$ cat src/rtl/cmdp_pkg.sv
package cmdp_pkg;
  localparam logic [7:0] PT_BUS    = 8'h00;
  localparam logic [7:0] PT_CTRL   = 8'h01;
  localparam logic [7:0] PT_ERR    = 8'h02;
  localparam logic [7:0] PT_TIMER  = 8'h03;
  localparam logic [7:0] PT_POWER  = 8'h04;
  localparam logic [7:0] PT_IIC    = 8'h05;

  localparam logic [7:0] C_POLL_EN = 8'h01;
  localparam logic [7:0] C_TIME_RD = 8'h03;
  localparam logic [7:0] C_TIME_WR = 8'h09;
  localparam logic [7:0] C_PWR_OFF = 8'h0A;
  localparam logic [7:0] C_SYS_RST = 8'h11;
  localparam logic [7:0] C_RATE    = 8'h14;
  localparam logic [7:0] C_DEVMASK = 8'h19;

  localparam logic [7:0] E_UNKNOWN = 8'h02;
  localparam logic [7:0] E_BADARG  = 8'h05;

  localparam logic [31:0] EPOCH_SHIFT = 32'd2082844800;

  function automatic logic [31:0] clk_read(input logic [31:0] ofs, input logic [31:0] secs);
    return ofs + secs;
  endfunction

  function automatic logic [31:0] clk_rebase(input logic [31:0] val, input logic [31:0] secs);
    return val - secs;
  endfunction

  function automatic logic [31:0] be_word(input logic [7:0] b0, input logic [7:0] b1,
                                          input logic [7:0] b2, input logic [7:0] b3);
    return {b0, b1, b2, b3};
  endfunction
endpackage

$ cat src/rtl/cmdp_collect.sv
module cmdp_collect
  import cmdp_pkg::*;
#(
  parameter int MAXA = 4,
  parameter int CW   = 8
) (
  input  logic                  clk,
  input  logic                  rst_n,
  input  logic                  in_valid,
  input  logic [7:0]            in_data,
  input  logic                  in_last,
  input  logic                  hold,
  output logic                  pkt_done,
  output logic [7:0]            pkt_type,
  output logic [7:0]            pkt_cmd,
  output logic [MAXA-1:0][7:0]  pkt_args,
  output logic [CW-1:0]         pkt_len,
  output logic                  fwd_valid,
  output logic [7:0]            fwd_data,
  output logic                  fwd_last
);
  logic take;
  logic first_q;

  assign take = in_valid && !hold;

  always_ff @(posedge clk) begin
    if (!rst_n) begin
      first_q   <= 1'b1;
      pkt_done  <= 1'b0;
      pkt_type  <= '0;
      pkt_cmd   <= '0;
      pkt_args  <= '0;
      pkt_len   <= '0;
      fwd_valid <= 1'b0;
      fwd_data  <= '0;
      fwd_last  <= 1'b0;
    end else begin
      pkt_done  <= take && in_last;
      fwd_valid <= take && !first_q && (pkt_type == PT_BUS);
      fwd_data  <= in_data;
      fwd_last  <= in_last;
      if (take) begin
        first_q <= in_last;
        if (first_q) begin
          pkt_type <= in_data;
          pkt_len  <= CW'(1);
        end else begin
          if (pkt_len == CW'(1)) pkt_cmd <= in_data;
          for (int i = 0; i < MAXA; i++)
            if (pkt_len == CW'(i + 2)) pkt_args[i] <= in_data;
          if (pkt_len != '1) pkt_len <= pkt_len + CW'(1);
        end
      end
    end
  end

  p_drop_busy_r12: assert property (@(posedge clk) disable iff (!rst_n)
    (hold && in_valid) |=> !pkt_done);
endmodule

$ cat src/rtl/cmdp_rtc.sv
module cmdp_rtc
  import cmdp_pkg::*;
#(
  parameter logic [31:0] INIT = EPOCH_SHIFT
) (
  input  logic        clk,
  input  logic        rst_n,
  input  logic        tick,
  input  logic        set_en,
  input  logic [31:0] set_val,
  output logic [31:0] now
);
  logic [31:0] secs_q;
  logic [31:0] ofs_q;

  always_ff @(posedge clk) begin
    if (!rst_n) begin
      secs_q <= '0;
      ofs_q  <= INIT;
    end else begin
      secs_q <= secs_q + {31'b0, tick};
      if (set_en) ofs_q <= clk_rebase(set_val, secs_q);
    end
  end

  assign now = clk_read(ofs_q, secs_q);

  p_tick_advance_r9: assert property (@(posedge clk) disable iff (!rst_n)
    (tick && !set_en) |=> now == $past(now) + 32'd1);
  p_set_lands_r10: assert property (@(posedge clk) disable iff (!rst_n)
    set_en |=> now == $past(set_val) + {31'b0, $past(tick)});
endmodule

$ cat src/rtl/cmdp_emit.sv
module cmdp_emit #(
  parameter int MAXR = 7,
  localparam int LW  = $clog2(MAXR + 1)
) (
  input  logic                 clk,
  input  logic                 rst_n,
  input  logic                 load,
  input  logic [LW-1:0]        load_len,
  input  logic [MAXR-1:0][7:0] load_bytes,
  output logic                 out_valid,
  output logic [7:0]           out_data,
  output logic                 out_last
);
  logic [MAXR-1:0][7:0] buf_q;
  logic [LW-1:0]        len_q;
  logic [LW-1:0]        idx_q;
  logic                 act_q;

  always_ff @(posedge clk) begin
    if (!rst_n) begin
      buf_q <= '0;
      len_q <= '0;
      idx_q <= '0;
      act_q <= 1'b0;
    end else if (load) begin
      buf_q <= load_bytes;
      len_q <= load_len;
      idx_q <= '0;
      act_q <= 1'b1;
    end else if (act_q) begin
      if (out_last) act_q <= 1'b0;
      else          idx_q <= idx_q + LW'(1);
    end
  end

  assign out_valid = act_q;
  assign out_data  = buf_q[idx_q];
  assign out_last  = act_q && (idx_q == len_q - LW'(1));

  p_contiguous_r2: assert property (@(posedge clk) disable iff (!rst_n)
    (out_valid && !out_last) |=> out_valid);
  p_no_overlap_r12: assert property (@(posedge clk) disable iff (!rst_n)
    load |-> !out_valid);
endmodule

$ cat src/rtl/cmdp_dispatch.sv
module cmdp_dispatch
  import cmdp_pkg::*;
#(
  parameter logic [31:0] UNIX_INIT = 32'd0,
  parameter logic [7:0]  RATE_INIT = 8'd11,
  parameter logic [15:0] MASK_INIT = 16'h0000,
  parameter int          MAXA      = 4,
  parameter int          MAXR      = 7,
  parameter int          CW        = 8
) (
  input  logic        clk,
  input  logic        rst_n,
  input  logic        in_valid,
  input  logic [7:0]  in_data,
  input  logic        in_last,
  input  logic        sec_tick,
  output logic        out_valid,
  output logic [7:0]  out_data,
  output logic        out_last,
  output logic        fwd_valid,
  output logic [7:0]  fwd_data,
  output logic        fwd_last,
  output logic        autopoll_en,
  output logic [7:0]  autopoll_rate,
  output logic [15:0] autopoll_mask,
  output logic        pwr_down_req,
  output logic        sys_reset_req
);
  localparam int LW = $clog2(MAXR + 1);
  localparam logic [31:0] CLK_INIT = UNIX_INIT + EPOCH_SHIFT;

  logic                 pkt_done;
  logic [7:0]           pkt_type, pkt_cmd;
  logic [MAXA-1:0][7:0] pkt_args;
  logic [CW-1:0]        pkt_len, nargs;
  logic                 is_cmd, known, arg_ok, do_ok;
  logic [LW-1:0]        r_len;
  logic [MAXR-1:0][7:0] r_bytes;
  logic [31:0]          now;
  logic                 time_set;

  cmdp_collect #(.MAXA(MAXA), .CW(CW)) u_collect (
    .clk(clk), .rst_n(rst_n), .in_valid(in_valid), .in_data(in_data),
    .in_last(in_last), .hold(out_valid || pkt_done), .pkt_done(pkt_done),
    .pkt_type(pkt_type), .pkt_cmd(pkt_cmd), .pkt_args(pkt_args),
    .pkt_len(pkt_len), .fwd_valid(fwd_valid), .fwd_data(fwd_data),
    .fwd_last(fwd_last));

  assign nargs  = pkt_len - CW'(2);
  assign is_cmd = pkt_done && (pkt_type == PT_CTRL) && (pkt_len >= CW'(2));

  always_comb begin
    known  = 1'b1;
    arg_ok = 1'b0;
    unique case (pkt_cmd)
      C_POLL_EN:                     arg_ok = (nargs == CW'(1));
      C_RATE:                        arg_ok = (nargs == CW'(1)) && (pkt_args[0] != 8'h00);
      C_DEVMASK:                     arg_ok = (nargs == CW'(2));
      C_PWR_OFF, C_SYS_RST, C_TIME_RD: arg_ok = (nargs == CW'(0));
      C_TIME_WR:                     arg_ok = (nargs == CW'(4));
      default:                       known  = 1'b0;
    endcase
  end

  assign do_ok    = is_cmd && known && arg_ok;
  assign time_set = do_ok && (pkt_cmd == C_TIME_WR);

  always_comb begin
    r_bytes = '0;
    r_len   = LW'(4);
    if (!known || !arg_ok) begin
      r_bytes[0] = PT_ERR;
      r_bytes[1] = known ? E_BADARG : E_UNKNOWN;
      r_bytes[2] = PT_CTRL;
      r_bytes[3] = pkt_cmd;
    end else begin
      r_bytes[0] = PT_CTRL;
      r_bytes[1] = 8'h00;
      r_bytes[2] = pkt_cmd;
      r_len      = LW'(3);
      if (pkt_cmd == C_TIME_RD) begin
        r_bytes[3] = now[31:24];
        r_bytes[4] = now[23:16];
        r_bytes[5] = now[15:8];
        r_bytes[6] = now[7:0];
        r_len      = LW'(7);
      end
    end
  end

  cmdp_rtc #(.INIT(CLK_INIT)) u_rtc (
    .clk(clk), .rst_n(rst_n), .tick(sec_tick), .set_en(time_set),
    .set_val(be_word(pkt_args[0], pkt_args[1], pkt_args[2], pkt_args[3])),
    .now(now));

  cmdp_emit #(.MAXR(MAXR)) u_emit (
    .clk(clk), .rst_n(rst_n), .load(is_cmd), .load_len(r_len),
    .load_bytes(r_bytes), .out_valid(out_valid), .out_data(out_data),
    .out_last(out_last));

  always_ff @(posedge clk) begin
    if (!rst_n) begin
      autopoll_en   <= 1'b0;
      autopoll_rate <= RATE_INIT;
      autopoll_mask <= MASK_INIT;
      pwr_down_req  <= 1'b0;
      sys_reset_req <= 1'b0;
    end else begin
      pwr_down_req  <= do_ok && (pkt_cmd == C_PWR_OFF);
      sys_reset_req <= do_ok && (pkt_cmd == C_SYS_RST);
      if (do_ok && pkt_cmd == C_POLL_EN) autopoll_en   <= (pkt_args[0] != 8'h00);
      if (do_ok && pkt_cmd == C_RATE)    autopoll_rate <= pkt_args[0];
      if (do_ok && pkt_cmd == C_DEVMASK) autopoll_mask <= {pkt_args[0], pkt_args[1]};
    end
  end

  p_req_pulse_r8: assert property (@(posedge clk) disable iff (!rst_n)
    (pwr_down_req || sys_reset_req) |=> !(pwr_down_req || sys_reset_req));
  p_req_with_reply_r8: assert property (@(posedge clk) disable iff (!rst_n)
    (pwr_down_req || sys_reset_req) |-> $rose(out_valid));
  p_poll_moves_r5: assert property (@(posedge clk) disable iff (!rst_n)
    !$stable(autopoll_en) |-> $rose(out_valid));
  p_reply_header_r2: assert property (@(posedge clk) disable iff (!rst_n)
    $rose(out_valid) |-> (out_data == PT_CTRL || out_data == PT_ERR));
endmodule

$ cat config.mk
export PLATFORM = sky130hd
export DESIGN_NAME = cmdp_dispatch
export DESIGN_NICKNAME = d
export VERILOG_FILES = /design/src/rtl/cmdp_pkg.sv /design/src/rtl/cmdp_collect.sv /design/src/rtl/cmdp_rtc.sv /design/src/rtl/cmdp_emit.sv /design/src/rtl/cmdp_dispatch.sv
export SDC_FILE = /design/constraint.sdc
export NUM_CORES = 1
export LEC_CHECK = 0
export BUFFER_PORTS_ARGS = -buffer_cell sky130_fd_sc_hd__buf_2
export CORE_MARGIN = 3
export CORE_UTILIZATION = 55
export DETAILED_ROUTE_END_ITERATION = 7
export GPL_TIMING_DRIVEN = 0
export PLACE_DENSITY_LB_ADDON = 0.25
export SYNTH_ARGS = -nofsm -noshare
export SYNTH_HDL_FRONTEND = slang
export SYNTH_SLANG_ARGS = --single-unit
$ cat constraint.sdc
create_clock -name clk -period 3.3 [get_ports clk]
set_input_delay 0.66 -clock clk [delete_from_list [all_inputs] [get_ports clk]]
set_output_delay 0.66 -clock clk [all_outputs]
set_load 0.01 [all_outputs]
Word level (Yosys, flattened, before mapping) --
Index checks and enable logic that the tools add are counted.
Storage, ports and cells: memories kept 0, input port bits 13, output and inout bits 47, logic and storage cells 111, register bits 222, latch bits 0, memory bits (writable) 0, bits in read-only memories 0
Cells by class: div/mod/pow operators 0, order comparisons 2, shifts and indexed selects 0, $mul 0, bitwise gates (word level) 3, muxes and demuxes 15, equal/unequal tests 18, reductions and logical operators 37, add/sub/neg operators 7
Operators with widths (count):
- two-way mux 32 bit | 2
- adder 32 x 1 -> 32 bit | 1
- adder 32 bit | 1
- equality test 8 x 1 -> 1 bit (second input constant) | 4
- equality test 8 x 2 -> 1 bit (second input constant) | 4
- subtractor 32 bit | 1
- binary-select mux 8 bit (select 3 bit) | 1
- equality test 8 x 3 -> 1 bit (second input constant) | 3
- equality test 8 x 5 -> 1 bit (second input constant) | 3
- two-way mux 24 bit | 1
- two-way mux 8 bit | 3
- equality test 8 x 4 -> 1 bit (second input constant) | 2
- logical AND 1 bit | 16
- zero test 8 bit | 2
- AND reduction 3 bit | 5
- two-way mux 3 bit | 3
- adder 8 x 1 -> 8 bit (second input constant) | 1
- >= comparator 8 x 2 -> 1 bit (second input constant) | 1
- != test 8 bit (second input constant) | 1
- nonzero test 8 bit | 1
- subtractor 8 x 2 -> 8 bit (second input constant) | 1
- OR reduction 7 bit | 1
- AND reduction 2 bit | 3
- one-hot mux 1 bit (5 select lines) | 1
- 11 further kinds | 20

Depth between registers and ports, before layout --
Gate-level depths: netlist (run 1).
word-level depth 7, depth in mapped cells 15, mapped depth without buffers 12

By module --
A second synthesis (run 1) with hierarchy kept.
Second synthesis, totals: cell total of the unflattened synthesis 1519, area total of the unflattened synthesis 13406.6 um2
By module, submodules not included:
- cmdp_rtc | times used 1, area an instance 5968.2 um2, sequential area each 1281.2 um2, cells an instance 747
- cmdp_emit | times used 1, area an instance 2950.3 um2, sequential area each 1261.2 um2, cells an instance 267
- cmdp_collect | times used 1, area an instance 2646.3 um2, sequential area each 1361.3 um2, cells an instance 269
- cmdp_dispatch | times used 1, area an instance 1841.8 um2, sequential area each 540.5 um2, cells an instance 236

Worst setup path before layout (run 1) --
Ideal clock, no wire load.
path type register -> register, start point register u_collect.pkt_len[2], end point register u_rtc.ofs_q[29], library setup time 0.120 ns, data arrival time 2.810 ns, period minus slack after synthesis 2.930 ns, stages on the path, launching flop included 15, data required time 3.180 ns, buffers on the path 4, setup slack 0.370 ns, cell sequence dfxtp_1 -> clkbuf_1 -> inv_1 -> ha_1 -> o21ai_0 -> a32oi_1 -> a2111o_1 -> or2_1 -> buf_6 -> or3_1 -> buf_2 -> buf_6 -> nand2_1 -> o211ai_1 -> a211o_1
On the way: cells in the longest elaborated chain, start to end 6, elaborated cells on any way between the ends 12, classes of those cells add/sub: 1; order compare: 1; eq/ne: 3; mux: 1; reduce/logical: 6
RTL lines:
- from (decl) | RTL line cmdp_collect.sv:17 | output logic [CW-1:0] pkt_len,
- from (signal assigned) | RTL line cmdp_collect.sv:52 | if (pkt_len != '1) pkt_len <= pkt_len + CW'(1);
- subtractor 8 x 2 -> 8 bit | RTL line cmdp_dispatch.sv:49 | assign nargs = pkt_len - CW'(2);
- equality test 8 x 1 -> 1 bit | RTL line cmdp_dispatch.sv:56, cmdp_dispatch.sv:57
- logical AND 1 bit | RTL line cmdp_dispatch.sv:57 | C_RATE: arg_ok = (nargs == CW'(1)) && (pkt_args[0] != 8'h00);
- one-hot mux 1 bit (5 select lines) | RTL line cmdp_dispatch.sv:55 | unique case (pkt_cmd)
- logical AND 1 bit * | RTL line cmdp_dispatch.sv:65 | assign do_ok = is_cmd && known && arg_ok;
- logical AND 1 bit * | RTL line cmdp_dispatch.sv:66 | assign time_set = do_ok && (pkt_cmd == C_TIME_WR);
- to (signal assigned) | RTL line cmdp_rtc.sv:22 | if (set_en) ofs_q <= clk_rebase(set_val, secs_q);
- to (decl) | RTL line cmdp_rtc.sv:14 | logic [31:0] ofs_q;
Every way passes the cells marked *; elsewhere a longest branch is shown, timed or not. A chain may end at the register's enable or synchronous reset.

Worst setup path after layout (run 1) --
start point register u_collect.pkt_cmd[7], end point register u_rtc.ofs_q[21]
On the way: cells in the longest elaborated chain, start to end 6, elaborated cells on any way between the ends 14, classes of those cells eq/ne: 7; mux: 2; reduce/logical: 5
RTL lines:
- from (decl) | RTL line cmdp_collect.sv:15 | output logic [7:0] pkt_cmd,
- from (signal assigned) | RTL line cmdp_collect.sv:49 | if (pkt_len == CW'(1)) pkt_cmd <= in_data;
- equality test 8 x 4 -> 1 bit, or another cell as far along | RTL line cmdp_dispatch.sv:55, cmdp_dispatch.sv:66
- OR reduction 7 bit (no line)
- two-way mux 1 bit | RTL line cmdp_dispatch.sv:55
- logical AND 1 bit (2 in series) | RTL line cmdp_dispatch.sv:65
- logical AND 1 bit * | RTL line cmdp_dispatch.sv:66
Marks and branches as above.

==> results.yml, run 1 <==
status:
  status: "complete, no violations"
clock_tree:
  h-tree-depth: 1
  path_clk_slew_ps: 60
  root_buffer: "clkbuf_16"
  cts_tree: "built"
  cts_sinks: 208
  clk_latency_ps: 520
  clockBufferDepth: 3
  cts_inserted_buffers: 23
drt:
  wl_met2_um: 13690
  firstDrtPassIters: 5
  post_drt_wl_per_cell_um: 18.29
  route.detailed.drc: 0
  wl_met3_um: 1900
  ant_nets: 0
  routed.top_layer: "met4"
  drt_wl_total_um: 31990
  vias_per_cell: 5.825
  met1_length_um: 15240
  dr.first_iter.drc_count: 831
  vias: 10188
timing:
  hold_viol: 0
  max-slew-margin-rel_pct: 36.64
  fin_crit_sh_pct: 96.01
  setup_violations: 0
  worst_slew_pin_slew_ps: 950.4
  fmax_ghz: 0.3156
  finalMaxSlewViolations: 0
  rsz0062_at_grt: "yes"
  layout_min_cycle_time_ps: 3168
  finalClockSkew_ps: 16.46
  setup_tns_ps: 0
layout:
  synthToLayoutAreaGrowth_pct: 13.60
  layout-drive-gt1-share_pct: 9.195
  diodes: 0
  nets: 1548
worst_setup_path:
  critPathRequiredTime_ps: 3650
  crit_arrival_ps: 3520
  cp-end-kind: "flop"
  crit_type: "reg2reg"
  cp_slowest_cell: "nor3_1"
  path_delay_family: "simple AND/OR/NAND/NOR gates"
  worstSetupStartpointType: "flop"
  critPathMaxFanout: 10
  worstPathCellList: "nor3_1 > or2b_1 > a2111o_1 > or2_1 > buf_6 > or3_1 > buf_2 > buf_6 > buf_2 > nand2_1 > o211ai_1"
  slowest_delay_ps: 480
  critPathBufInv: 4
die:
  rows: 52
  die_x_um: 150.3
  die-area_um2: 22590
  core_area_um2: 20360
  fp.dieH_um: 150.3
  start_util_pct: 56.23
  ios: 60
placement:
  io_buffers: 59
  gp_congestion: 0.9447
  dp_hpwl_um: 23580
synthesis:
  ys_ff_latch: 208
  syn_nets: 1463
  yosys-top-cells-area: "dfxtp_1 36%, ha_1 7.8%, mux2i_1 6.1%, nand2_1 6.0%, a21oi_1 4.7%"
  ys.flop_type: "dfxtp_1"
  yosysMostFrequentCell: "dfxtp_1"
  synthCells: 1377
  ys_types: 70
  yosys.area.top_type: "dfxtp_1"
  yosysTopAreaCellShare_pct: 36.36
  synth.avg_cell_area_um2: 8.316
  yosysWarningCount: 0
  synth.top_cells.by_count: "208 x dfxtp_1, 184 x nand2_1, 123 x nor2_1"
  synthesis.area_um2: 11450
  synth-seq-area-share_pct: 36.36
  ys_async_sr_fraction_pct: 0
  synth_edf_count: 0
grt:
  antenna_found_initial: 0
  grt_max_degree: 14
  grt_overflow: 0
  grt_pass1_vias: 9328
  grt_pass1_wl_um: 50180
  grt_usage_pct: 28.01
power_and_ir_drop:
  p_total_mw: 5.747
  powerDensity_nw_per_um2: 441.8
  ir_worst_vdd_uv: 452.0
  leakage_nw: 5.638
job:
  cap_violations: 0
hold_path:
  hp-class: "in2reg"
[cell type report]
type,count,area (µm²)
buffer,64,272.8
clock buffer,30,621.8
clock inverter,12,219.0
fill,1714,7356
inverter,49,183.9
multi-input combinational,1055,6897
sequential,208,4167
tap,270,337.8
timing repair buffer,61,310.3
[where the power goes]
part	leakage, nW	internal [mW]	switching (mW)
clock network	0.405	1.80	1.06
logic	3.55	0.117	0.225
registers	1.68	2.53	0.0140
total	5.64	4.45	1.30
[kinds of logic after synthesis]
group | synth area share, %
AO/OA/AOI/OAI | 17.61
flip-flops | 36.36
XOR/XNOR | 6.807
multiplexers | 6.512
AND/OR/NAND/NOR | 20.61
adder cells (fa/ha/maj) | 8.108
buffers and inverters | 3.988
[layout by cell type (no fill, tap or decap), drive strengths merged, types with 17 or more instances in the layout]
cell      n
dfxtp   208
nand2   184
nor2    123
a21oi   108
clkbuf   84
o21ai    75
ha       71
buf      71
mux2i    70
xnor2    52
inv      50
nand3    38
xor2     37
a21o     36
nor3     26
and3     18
o211ai   17
[worst reg2reg max path: cells and delay by family (launching register included)]
kind | cells | cell delay, ps
buf+inv | 4 | 720
compound gates | 2 | 510
flops | 1 | 330
simple gates | 5 | 1430
[sequential cells by signal, summed over array words and instances, names as in the netlist]
| signal | cells |
|---|---|
| autopoll_mask | 16 |
| u_collect.pkt_done | 1 |
| autopoll_rate | 8 |
| u_emit.len_q | 2 |
| u_collect.fwd_last | 1 |
| u_collect.fwd_data | 8 |
| u_collect.first_q | 1 |
| pwr_down_req | 1 |
| u_collect.pkt_cmd | 8 |
| u_emit.buf_q | 43 |
| u_emit.idx_q | 3 |
| u_emit.out_valid | 1 |
| sys_reset_req | 1 |
| u_collect.pkt_len | 8 |
| u_collect.pkt_args | 32 |
| u_rtc.ofs_q | 32 |
| u_rtc.secs_q | 32 |
| autopoll_en | 1 |
| u_collect.fwd_valid | 1 |
| u_collect.pkt_type | 8 |
[per-layer routing]
metal / GRT usage (%) / up-vias
met4: 9.195 / 0
met3: 3.221 / 62
met5: 0 / -
li1: - / 5026
met2: 42.61 / 301
met1: 41.39 / 4799
[path summary, 6_finish.rpt]
| check | start | to | slack, ps | cells past startpoint |
|---|---|---|---|---|
| setup / recovery | u_collect.pkt_cmd[7]$_SDFFE_PN0P_ | u_rtc.ofs_q[21]$_SDFFE_PN1P_ | 130 | 11 |
| hold / removal | in_last | u_collect.first_q$_SDFFE_PN1P_ | 390 | 3 |
| setup reg to reg | u_collect.pkt_cmd[7]$_SDFFE_PN0P_ | u_rtc.ofs_q[21]$_SDFFE_PN1P_ | 130 | 11 |
| hold reg to reg | autopoll_mask[7]$_SDFFE_PN0P_ | autopoll_mask[7]$_SDFFE_PN0P_ | 450 | 2 |
[through the flow]
| step | area [µm²] | util, % | hold WS, ps | setup WS [ps] | cells |
|---|---|---|---|---|---|
| 6_report | 13010 | 63.88 | 386.2 | 131.8 | 1749 |
| 5_1_grt | 13010 | 63.88 | 391.2 | -4.343 | 1749 |
| 4_1_cts | 12940 | 63.55 | 377.3 | -25.73 | 1747 |
| 3_5_place_dp | 12080 | 59.34 | 440.9 | -199.0 | 1706 |
| 3_3_place_gp | 12080 | 59.34 | 436.8 | -215.3 | 1706 |
| 2_1_floorplan | 11450 | - | 424.4 | 370.1 | 1377 |
[repair_timing]
item	in CTS	in global routing
setup endpoints to repair	33	72
setup buffers	0	2
pin swaps	0	2
hold buffers	0	0
gates resized for setup	5	14
(Power assumes the default switching activity.)
==> run 2: changes to the inputs <==
ABC_AREA = 1   (was unset)
==> results.yml, run 2 <==
power_and_ir_drop:
  ir_worst_vdd_uv: 411.7
  powerDensity_nw_per_um2: 387.7
  leakage_nw: 6.930
worst_setup_path:
  critPathRequiredTime_ps: 2640
  crit_arrival_ps: 2380
  r2r_cells: 10
  worstSetupStartpointType: "flop"
  crit_type: "reg2out"
  cp-end-kind: "primary output"
  ff2ff_setup_slack_ps: 510
  critPathMaxFanout: 10
timing:
  layout_min_cycle_time_ps: 3040
  max-slew-margin-rel_pct: 34.47
  rsz0062_at_grt: "no"
  finalMaxSlewViolations: 0
  setup_tns_ps: 0
  hold_viol: 0
  finalClockSkew_ps: 13.00
  worst_slew_pin_slew_ps: 983.0
  fin_crit_sh_pct: 92.14
  setup_violations: 0
  fmax_ghz: 0.3289
clock_tree:
  h-tree-depth: 1
  cts_sinks: 208
  hold_buffers: 0
  clockBufferDepth: 3
  cts_setup_buffers: 0
  cts_resized: 0
  root_buffer: "clkbuf_16"
  cts_tree: "built"
  clk_latency_ps: 520
  cts_inserted_buffers: 23
  path_clk_slew_ps: 60
placement:
  dp_hpwl_um: 31050
  io_buffers: 59
  gp_congestion: 0.9721
  placed_cell_area_um2: 13240
grt:
  grt_pass1_wl_um: 61920
  grt_max_degree: 14
  antenna_found_initial: 0
  grt_usage_pct: 31.29
  grt_overflow: 0
  grt_pass1_vias: 11719
drt:
  vias_per_cell: 5.638
  dr.first_iter.drc_count: 1383
  vias: 12849
  drt_wl_total_um: 39060
  ant_nets: 0
  firstDrtPassIters: 6
  route.detailed.drc: 0
  post_drt_wl_per_cell_um: 17.14
hold_path:
  hp-class: "in2reg"
  min_path_cells: 3
layout:
  top_register: "u_emit.buf_q"
  final_area_um2: 13980
  num-fill-cells: 2117
  layout-drive-gt1-share_pct: 8.308
  synthToLayoutAreaGrowth_pct: 10.98
  final_cell_mix: "458 x nand2_1, 264 x nor2_1, 228 x inv_1"
  largest_reg_flops: 43
  mostFrequentLayoutCell: "nand2_1"
  nets: 2069
synthesis:
  yosys-top-cells-area: "dfxtp_1 33%, nand2_1 14%, nor2_1 7.9%, ha_1 7.1%, inv_1 6.8%"
  yosysWarningCount: 0
  ys.flop_type: "dfxtp_1"
  synth-seq-area-share_pct: 33.06
  ys_ff_latch: 208
  synth.avg_cell_area_um2: 6.634
  ys_types: 51
  yosysTopAreaCellShare_pct: 33.06
  synth_edf_count: 0
  syn_nets: 1985
  synth.top_cells.by_count: "458 x nand2_1, 264 x nor2_1, 228 x inv_1"
  synthesis.area_um2: 12600
  synthCells: 1899
  ys_async_sr_fraction_pct: 0
  yosysMostFrequentCell: "nand2_1"
  yosys.area.top_type: "dfxtp_1"
job:
  cap_violations: 0
die:
  start_util_pct: 56.84
  core_area_um2: 22160
  die-area_um2: 24760
  die_x_um: 157.3
  rows: 54
  fp.dieH_um: 157.3
  ios: 60
status:
  status: "complete, no violations"
## run 2: cell types whose count changed in the layout (fill, tap and decap cells not counted), moves of 16 or more
cell	delta
nand2_1	+274
inv_1	+179
nor2_1	+142
mux2i_1	-70
o21ai_0	+60
nand3_1	+59
xnor2_1	-38
a21oi_1	+35
a21o_1	-33
clkbuf_1	-32
and2_1	-16
nor3_1	+16
## run 2: area by class of cell
type	count	area, µm²	area share [%]
tap	280	350.3	2.506
clock inverter	8	75.07	0.5370
multi-input combinational	1406	7292	52.16
timing repair buffer	59	295.3	2.112
clock buffer	32	659.4	4.717
inverter	243	917.1	6.560
sequential	208	4164	29.79
buffer	42	224.0	1.602
antenna	1	2.502	0.01790
## run 2: cells by family after synthesis
| kind of cell | Yosys count | synth area share [%] |
|---|---|---|
| buf+inv | 285 | 9.058 |
| fa+ha+maj | 73 | 7.370 |
| flops | 208 | 33.06 |
| simple gates | 935 | 31.87 |
| compound gates | 357 | 15.79 |
| xor+xnor | 41 | 2.851 |
## run 2: through the flow
step | utilization (%) | setup slack (ps) | power, mW | hold slack, ps | std cells
after detailed placement | 59.76 | 513.9 | 2.957 | 428.5 | 2238
after global placement | 59.76 | 515.5 | 2.952 | 425.0 | 2238
after CTS | 63.07 | 306.7 | 5.426 | 352.3 | 2278
final | 63.08 | 259.5 | 5.420 | 365.5 | 2279
after floorplan | - | 1080 | 2.841 | 416.0 | 1899
after global routing | 63.07 | 102.2 | 5.583 | 354.4 | 2278
## run 2: metal layers
layer	vias to the layer above	wire length, µm	global-route usage [%]
met3	109	3074	4.867
li1	6385	-	-
met4	0	1686	11.45
met2	502	17190	50.29
met1	5853	17110	42.62
met5	-	0	0
## run 2: worst max-delay path, cell delays in order, from the launching register on
cell	delay, ps
dfxtp_1	310
clkbuf_1	210
inv_1	270
clkbuf_1	400
o21ai_0	240
a311oi_1	260
buf_2	180
## run 2: report_power, final
part           internal [mW]  switching, mW
Clock                   1.47           1.04
Sequential              2.54         0.0174
Combinational          0.105          0.254
Total                   4.11           1.31
## run 2: path summary, 6_finish.rpt
kind / to / startpoint
hold reg to reg: u_emit.buf_q[22]$_SDFFE_PN0P_ / u_emit.buf_q[22]$_SDFFE_PN0P_
setup reg to reg: u_emit.buf_q[27]$_SDFFE_PN0P_ / u_collect.pkt_len[1]$_SDFFE_PN0P_
hold / removal: u_collect.fwd_data[3]$_SDFF_PN0_ / in_data[3]
setup / recovery: out_data[2] / u_emit.idx_q[0]$_SDFFE_PP0P_
==> run 3: changes to the inputs <==
--- a/config.mk
+++ b/config.mk
@@ -11,2 +11,3 @@
 export CORE_UTILIZATION = 55
+export CTS_CLUSTER_DIAMETER = 120
 export DETAILED_ROUTE_END_ITERATION = 7
==> constraint.sdc (replaced) <==
create_clock -name clk -period 3.3 [get_ports clk]
set_input_delay 0.165 -clock clk [delete_from_list [all_inputs] [get_ports clk]]
set_output_delay 0.165 -clock clk [all_outputs]
set_load 0.01 [all_outputs]
==> results.yml, run 3 (synthesis gave the netlist of run 2 again) <==
worst_setup_path:
  cp_slowest_cell: "dfxtp_1"
  critPathMaxFanout: 10
  ff2ff_setup_slack_ps: 540
  endpoint: "u_emit.buf_q[27]$_SDFFE_PN0P_"
  worst-path-stages: 10
  path_delay_family: "simple AND/OR/NAND/NOR gates"
  cp-end-kind: "flop"
  critPathMostFrequentCell: "nand4_1"
  worstSetupStartpointType: "flop"
  critPathBufInv: 2
  worstPathCellList: "inv_1 > ha_1 > xnor2_1 > nand4_1 > a21oi_2 > nand4_1 > nor2_1 > buf_2 > nand3_1 > nand2_1"
  crit_type: "reg2reg"
  critPathRequiredTime_ps: 3760
  slowest_delay_ps: 410
  reg2reg_from: "u_collect.pkt_len[1]$_SDFFE_PN0P_"
  r2r_cells: 10
  crit_arrival_ps: 3220
  reg2reg_to: "u_emit.buf_q[27]$_SDFFE_PN0P_"
  startpoint: "u_collect.pkt_len[1]$_SDFFE_PN0P_"
job:
  cap_violations: 0
grt:
  grt_overflow: 0
  grt_pass1_wl_um: 62450
  grt_usage_pct: 31.59
  grt.busiest_layer: "met2"
  antenna_found_initial: 0
  grt_pass1_vias: 11805
  grt_max_degree: 14
  grtUsageMet3_pct: 4.867
  use_met2_pct: 50.98
  use_met1_pct: 42.86
drt:
  drt_wl_total_um: 39270
  vias: 12863
  post_drt_wl_per_cell_um: 17.15
  route.detailed.drc: 0
  dr.first_iter.drc_count: 1428
  firstDrtPassIters: 6
  vias_per_cell: 5.617
  ant_nets: 0
power_and_ir_drop:
  pwr-share-clk_pct: 46.2
  p_seq_share_pct: 47.0
  p_sw_share_pct: 24.20
  leakage_nw: 6.976
  intPower_mw: 4.121
  ir_worst_vdd_uv: 413.6
  power.net_switching_mw: 1.315
  powerDensity_nw_per_um2: 385.8
  combPwrFrac_pct: 6.8
status:
  status: "complete, no violations"
timing:
  finalClockSkew_ps: 13.98
  finalMaxSlewViolations: 0
  hold_viol: 0
  max-slew-margin-rel_pct: 35.35
  setup_tns_ps: 0
  setup_violations: 0
  worst_slew_pin_slew_ps: 969.7
  fmax_ghz: 0.3626
  rsz0062_at_grt: "no"
  finalHoldWorstSlack_ps: 51.54
  layout_min_cycle_time_ps: 2758
  fin_crit_sh_pct: 83.58
clock_tree:
  clockBufferDepth: 3
  cts_sinks: 208
  clk_latency_ps: 520
  path_clk_slew_ps: 60
  cts_setup_buffers: 0
  cts_inserted_buffers: 23
  cts_tree: "built"
  root_buffer: "clkbuf_16"
  h-tree-depth: 1
layout:
  largest_reg_flops: 43
  final_cell_mix: "458 x nand2_1, 264 x nor2_1, 228 x inv_1"
  nets: 2080
  layout-drive-gt1-share_pct: 8.263
  top_register: "u_emit.buf_q"
  synthToLayoutAreaGrowth_pct: 11.85
  mostFrequentLayoutCell: "nand2_1"
die:
  core_area_um2: 22160
  die-area_um2: 24760
  die_x_um: 157.3
  fp.dieH_um: 157.3
  ios: 60
  start_util_pct: 56.84
  rows: 54
placement:
  gp_congestion: 0.9721
  dp_hpwl_um: 31050
  io_buffers: 59
hold_path:
  hp-class: "in2reg"
  min_path_cells: 3
-- run 3: cell types whose count changed in the layout (fill, tap and decap cells not counted) --
cell and delta:
dlygate4sd3_1 +11
-- run 3: final cells by class --
class                      instances  area (µm²)
inverter                         243       917.1
fill                            2097        8071
clock buffer                      32       659.4
sequential                       208        4164
multi-input combinational       1406        7292
tap                              280       350.3
timing repair buffer              70       405.4
antenna                            1       2.502
clock inverter                     8       75.07
buffer                            42       224.0
-- run 3: what timing repair did --
item,4_1_cts,5_1_grt
setup endpoints to repair,0,0
resized for setup,0,0
hold buffers,11,0
endpoints found under the hold margin,20,0
-- run 3: worst min path at each step --
stage / startpoint / endpoint / slack, ps
2_1_floorplan: in_data[0] / u_collect.fwd_data[0]$_SDFF_PN0_ / 280
3_3_place_gp: in_last / u_collect.first_q$_SDFFE_PN1P_ / 380
3_5_place_dp: in_last / u_collect.first_q$_SDFFE_PN1P_ / 390
4_1_cts: rst_n / u_emit.buf_q[43]$_SDFFE_PN0P_ / 50
5_1_grt: rst_n / u_emit.buf_q[42]$_SDFFE_PN0P_ / 70
6_report: rst_n / u_emit.buf_q[43]$_SDFFE_PN0P_ / 50
-- run 3: power groups by stage --
stage	Sequential (mW)	Clock [mW]	Combinational, mW
after floorplan	2.61	0	0.232
after global placement	2.61	0	0.343
after detailed placement	2.61	0	0.347
after CTS	2.55	2.52	0.361
after global routing	2.56	2.63	0.411
final	2.56	2.51	0.372
-- run 3: routing by layer --
layer | routed length, µm | up-vias
met5 | 0 | -
met4 | 1717 | 0
met3 | 2979 | 106
met2 | 17350 | 474
met1 | 17220 | 5875
li1 | - | 6408
-- run 3: through the flow --
stage | instances | area (µm²) | utilization (%) | worst slack [ps] | power [mW]
3_3_place_gp | 2238 | 13240 | 59.76 | 624.3 | 2.952
6_report | 2290 | 14090 | 63.58 | 541.8 | 5.436
3_5_place_dp | 2238 | 13240 | 59.76 | 579.6 | 2.957
2_1_floorplan | 1899 | 12600 | - | 1266 | 2.841
5_1_grt | 2289 | 14090 | 63.57 | 430.5 | 5.596
4_1_cts | 2289 | 14090 | 63.57 | 562.4 | 5.436
-- run 3: worst reg2reg max path, delay by kind of cell (launching register included) --
kind / cells / cell delay (ps)
AND/OR/NAND/NOR: 5 / 1040
flip-flops: 1 / 410
buffers and inverters: 2 / 490
XOR/XNOR: 1 / 220
AO/OA/AOI/OAI: 1 / 260
adder cells (fa/ha/maj): 1 / 280
